===== config.mk =====
export PLATFORM = sky130hd
export DESIGN_NAME = ptr_adjust_unit
export DESIGN_NICKNAME = d
export VERILOG_FILES = /design/src/rtl/ptr_adjust_unit.sv
export SDC_FILE = /design/constraint.sdc
export NUM_CORES = 1
export LEC_CHECK = 0
export BUFFER_PORTS_ARGS = -buffer_cell sky130_fd_sc_hd__buf_4
export CAP_MARGIN = 25
export CORE_ASPECT_RATIO = 0.9
export CORE_MARGIN = 8
export CORE_UTILIZATION = 31
export DETAILED_ROUTE_END_ITERATION = 10
export PLACE_DENSITY = 0.56
export SYNTH_ARGS = -nofsm -noshare
export SYNTH_HDL_FRONTEND = slang
export SYNTH_SLANG_ARGS = --single-unit
export TNS_END_PERCENT = 50

===== constraint.sdc =====
create_clock -name clk -period 2.6 [get_ports clk]
set_input_delay 0.39 -clock clk [delete_from_list [all_inputs] [get_ports clk]]
set_output_delay 0.39 -clock clk [all_outputs]
set_load 0.005 [all_outputs]

===== src/rtl/ptr_adjust_unit.sv =====
module ptr_adjust_unit #(
  parameter int PTR_W = 16,
  parameter int IMM_W = 8
) (
  input  logic             clk,
  input  logic             rst_n,
  input  logic [1:0]       sel,
  input  logic [2:0]       op,
  input  logic [IMM_W-1:0] imm,
  input  logic [PTR_W-1:0] ld_val,
  output logic [PTR_W-1:0] p_out,
  output logic [PTR_W-1:0] q_out,
  output logic [PTR_W-1:0] s_out
);

  localparam logic [1:0] SEL_P = 2'd0, SEL_Q = 2'd1, SEL_S = 2'd2;
  localparam logic [2:0] OP_ADDI = 3'd1, OP_INC1 = 3'd2, OP_INC2 = 3'd3, OP_LOAD = 3'd4;

  logic [PTR_W-1:0] p_q, q_q, s_q;
  logic [PTR_W-1:0] cur, addend, nxt;
  logic             wr_en;

  assign cur = (sel == SEL_P) ? p_q : (sel == SEL_Q) ? q_q : s_q;

  always_comb begin
    case (op)
      OP_ADDI: addend = {{(PTR_W-IMM_W){imm[IMM_W-1]}}, imm};
      OP_INC1: addend = PTR_W'(1);
      OP_INC2: addend = PTR_W'(2);
      default: addend = '0;
    endcase
  end

  assign nxt   = (op == OP_LOAD) ? ld_val : cur + addend;
  assign wr_en = (sel != 2'd3) && (op >= OP_ADDI) && (op <= OP_LOAD);

  always_ff @(posedge clk or negedge rst_n) begin
    if (!rst_n) begin
      p_q <= '0;
      q_q <= '0;
      s_q <= '0;
    end else if (wr_en) begin
      case (sel)
        SEL_P:   p_q <= nxt;
        SEL_Q:   q_q <= nxt;
        default: s_q <= nxt;
      endcase
    end
  end

  assign p_out = p_q;
  assign q_out = q_q;
  assign s_out = s_q;

  assert_reset_clear_R1: assert property (@(posedge clk)
    !rst_n |=> (p_out == '0 && q_out == '0 && s_out == '0));

  assert_one_write_R8: assert property (@(posedge clk) disable iff (!rst_n)
    $countones({p_out != $past(p_out), q_out != $past(q_out), s_out != $past(s_out)}) <= 1);

  assert_inc1_R5: assert property (@(posedge clk) disable iff (!rst_n)
    (op == OP_INC1 && sel == SEL_Q) |=> q_out == $past(q_out) + PTR_W'(1));

  assert_inc2_R6: assert property (@(posedge clk) disable iff (!rst_n)
    (op == OP_INC2 && sel == SEL_P) |=> p_out == $past(p_out) + PTR_W'(2));

  assert_load_R7: assert property (@(posedge clk) disable iff (!rst_n)
    (op == OP_LOAD && sel == SEL_S) |=> s_out == $past(ld_val));

  assert_hold_R9: assert property (@(posedge clk) disable iff (!rst_n)
    (sel == 2'd3 || op == 3'd0 || op > OP_LOAD) |=> ($stable(p_out) && $stable(q_out) && $stable(s_out)));

endmodule


Word level (Yosys, flattened, before mapping)
Cells that the tools add are included.

Flip-flop bits (word level): 48.

$add $sub $neg: 1. $lt $le $gt $ge: 2. Equal/unequal tests: 6. Multiplexer cells: 4. Bitwise logic cells: 1. Reductions and logical operators: 7.

Operator list (number): $mux 16 (3); $pmux 16 s3 (1); $add 16x16->16 (1); $eq 3x2->1 const B (2); $reduce_and 2->1 (3); $eq 3x1->1 const B (1); $eq 3x3->1 const B (1); $ge 3x1->1 const B (1); $le 3x3->1 const B (1); $eq 2x1->1 const B (1); $logic_and 1x1->1 (2); $logic_not 2->1 (1); $ne 2x2->1 const B (1); $reduce_or 2->1 (1); $not 1->1 (1).

Logic depth before layout (Yosys ltp)
Word-level depth: 5. Gate-level depth with buffers: 14. Depth with buffers taken out: 13.

Worst setup path before layout
OpenSTA, ideal clock, no wires.

Path type: in2reg. Start: input sel[0]. End: register q_q[9], in the netlist q_out[9]. Library setup time: 0.080 ns. Arrival time: 2.858 ns. Path slack: -0.338 ns. Cell stages on the path: 12. Buffers on the path: 2. Path through: buf_2 -> buf_2 -> mux2i_1 -> o21ai_0 -> ha_1 -> a21o_1 -> a31o_2 -> o21bai_2 -> a21oi_1 -> o21a_1 -> or3_4 -> a31oi_4.

Word-level cells in the longest chain between the ends: 5. Elaborated cells between the ends (all ways): 10. Classes of those cells: add/sub: 1; eq/ne: 2; mux: 3; reduce/logical: 4.

RTL lines: start, declared (RTL line 7) `input logic [1:0] sel,`; $eq 2x1->1 (RTL line 23, 43); $mux 16 (2 in a row) (RTL line 23) `assign cur = (sel == SEL_P) ? p_q : (sel == SEL_Q) ? q_q : s_q;`; $add 16x16->16 (RTL line 34) `assign nxt = (op == OP_LOAD) ? ld_val : cur + addend;`; $mux 16 (RTL line 34); end signal, assigned (RTL line 45) `SEL_Q: q_q <= nxt;`; end, declared (RTL line 19) `logic [PTR_W-1:0] p_q, q_q, s_q;`.

Several ways; a longest one is shown, not always the timed one. A chain may end at the register's enable or synchronous reset.

Worst setup path in the final report
Start: register q_q[0], in the netlist q_out[0]. End: register p_q[12], in the netlist p_out[12].

Word-level cells in the longest chain between the ends: 4.

RTL lines: $mux 16 (2 in a row) (RTL line 23); $add 16x16->16 (RTL line 34); $mux 16 (RTL line 34); end signal, assigned (RTL line 44) `SEL_P: p_q <= nxt;`; end, declared (RTL line 19).

No other way between the ends.

==> run summary <==
Placed inst area -> 4310 sq um
Sw frac -> 35.8%
Max clock buf depth -> 2
P&R area growth vs syn -> 52.5%
Row count -> 34
Mapped Area -> 3020 sq um
Average size of a mapped cell -> 8.55 sq um
CP max stage delay -> 360 ps
Dominant cell type by area after synthesis -> dfrtp_1
Yosys warns -> 0
Synth top area cells -> dfrtp_1 40%, o21ai_0 8.3%, nand2_1 7.8%
Reg2reg path depth -> 12
Hold WS -> 86.1 ps
Core area -> 9570 sq um
Port Buffer Count -> 78
Fill count -> 932
Initial Utilization -> 31.5%
Worst path slowest cell -> dfrtp_1
Worst-path fanout max -> 3
Leak -> 0.00229 uW
Share of post-route cells with drive strength above 1 -> 40.4%
Fin Setup TNS -> 0 ps
Final cell count without fillers -> 631
Die Footprint -> 13,200 sq um
Netlist cell types -> 38
I/O pin cnt -> 79
Most frequent cells in the layout -> 160 x buf_4, 63 x nand2_1, 48 x dfrtp_1, 42 x o21ai_0, 30 x a21oi_1
Die Ht -> 110 microns
Layout Nets -> 551
GR Overflow Total -> 0
Max IR drop VDD -> 439 uV
Clk_lat worst skew -> 300 ps
Global-route wire length before repair -> 15,000 microns
Max-slew violation count -> 0
GPL Wtd Cong -> 0.877
Crit path required time -> 2780 ps
CTS tree -> built
Mapped Nets -> 400
Register Area -> 1200 sq um
Clock power share -> 14.7%
Largest net degree at the start of global routing -> 49
Psw -> 1350 uW
Initial antenna violation count -> 0
RSZ-0062 raised after global routing -> yes
Synth Register Bits -> 48
Worst Setup End Kind -> flop
Post-DP HPWL -> 7590 microns
Clock Skews -> 7.15 ps
CTS root buffer -> clkbuf_8
Area taken by multi-input logic gates -> 1870 sq um
Tot GR Track Use -> 14.3%
Mapped Cells -> 353
H-tree depth -> 2
Final WL -> 9510 microns
DRT iter0 DRCs -> 83
Combinational Power Share -> 52.5%
DRC Markers -> 0
Crit path cell chain -> mux2i_1 -> o21ai_2 -> ha_2 -> inv_2 -> fa_2 -> nor2b_4 -> o2111ai_4 -> a211oi_4 -> o22ai_2 -> xnor2_1 -> mux2i_2 -> a21oi_1
Die W -> 120 microns
Post-route ant nets -> 0
Total CTS buffers -> 5
Seq pwr share -> 32.8%
Startpoint types -> flop
Total chip power -> 3780 uW
1st-pass router iterations -> 4
Leading cell type in the layout, fill and taps excluded -> buf_4
Fmax -> 0.387 GHz
Max-cap violations -> 0
CP arrival -> 2770 ps
Max-slew headroom -> 59.7%
Crit path kind -> reg2reg
Outcome -> finished, final reports clean
Final instance area -> 4610 sq um
Wirelength per Cell -> 15.1 microns
Diodes inserted -> 0
Tcrit/Tclk final -> 99.4%
Least-Margin Pin Slew -> 598 ps
DR vias -> 2,972
Clock transition at the registers of the reported paths -> 90 ps
Num Clock Sinks -> 48
Final Hold Viols -> 0
Final Critical Period -> 2580 ps
Post-placement cell count -> 616
Top cell type's share of synthesized area -> 39.8%
Worst min path class -> in2async
Vias in the first global route -> 2,980
Pwr dens -> 820 nW/um^2
Vias per inst -> 4.71
P_int -> 2420 uW
Register area share after synthesis -> 39.8%
Final setup vio count -> 0
==> worst paths after layout <==
path | start | to | slack, ps
setup / recovery | q_out[0] | p_out[12] | 20
hold / removal | rst_n | p_out[0] | 90
setup reg to reg | q_out[0] | p_out[12] | 20
hold reg to reg | q_out[10] | q_out[10] | 530
max in group asynchronous | rst_n | p_out[8] | 2100
min in group clk | ld_val[9] | s_out[9] | 400
==> metal layers <==
metal  share of wire [%]  wire [microns]  GRT usage, %
met2                  46            4370          23.0
met3                 3.7             354          1.90
met4                 1.0              96          4.01
met1                  49            4680          19.8
met5                   0               0             0
==> stage by stage <==
stage	setup WS, ps	utilization [%]
after global placement	-413	45.1
final	15.6	48.1
after detailed placement	-453	45.1
after global routing	-138	48.1
after floorplan	-4.33	-
after CTS	-72.3	46.8
==> registers in the layout (all words and copies together) (netlist names) <==
signal	count
p_out	16
q_out	16
s_out	16
==> power by group through the flow <==
stage	logic (uW)	clock network, uW	registers (uW)
floorplan	744	0	1250
global placement	1850	0	1260
detailed placement	1870	0	1260
CTS	1910	574	1240
global route	2200	604	1270
finish	1980	553	1240
==> cell usage after synthesis, drive strengths merged <==
master and instances:
nand4 1, nor2 30, clkbuf 13, mux2i 23
nor3 3, xor2 7, nand3 1, dfrtp 48
o2111ai 1, buf 6, a21boi 1, a211oi 1
a21oi 35, a31o 1, and2 9, nor2b 4
o21a 2, nor3b 1, or3b 1, inv 4
fa 1, or3 1, ha 15, o22ai 1
o21bai 1, nand2 63, or2 1, o31ai 4
xnor2 6, a31oi 4, a21o 4, mux2 4
nand2b 4, a211o 1, o21ai 51
==> layout make-up <==
class                   instances  share of cell area [%]
flip-flops and latches         48                    26.1
well taps                     126                    3.42
clock buffers                   5                    1.49
repair buffers                163                    27.0
multi-input cells             282                    40.6
clock inverters                 3                    1.03
inverters                       4                   0.326
==> critical path: cells and delay by family (launching register included) <==
kind                     cells  cell delay [ps]
multiplexers                 2              320
flip-flops                   1              360
adder cells (fa/ha/maj)      2              570
buffers and inverters        1               40
AND/OR/NAND/NOR              1              150
XOR/XNOR                     1              140
AO/OA/AOI/OAI                5              880
==> logic make-up after synthesis <==
group	after synthesis	synth area share [%]
AOI/OAI and AO/OA	107	20.0
xor gates and xnor gates	13	3.77
adders and majority gates	16	6.88
buffers and inverters	23	3.36
DFF	48	39.8
muxes	27	9.12
and+or+nand+nor	119	17.1
==> what timing repair did <==
action                     in CTS  in global routing
setup endpoints to repair      18                 32
gates cloned                    0                  0
setup buffers                   2                  5
pin swaps                      10                 11
resized for setup              12                 21
hold buffers                    0                  0
Power figures use the tool's default switching activity.
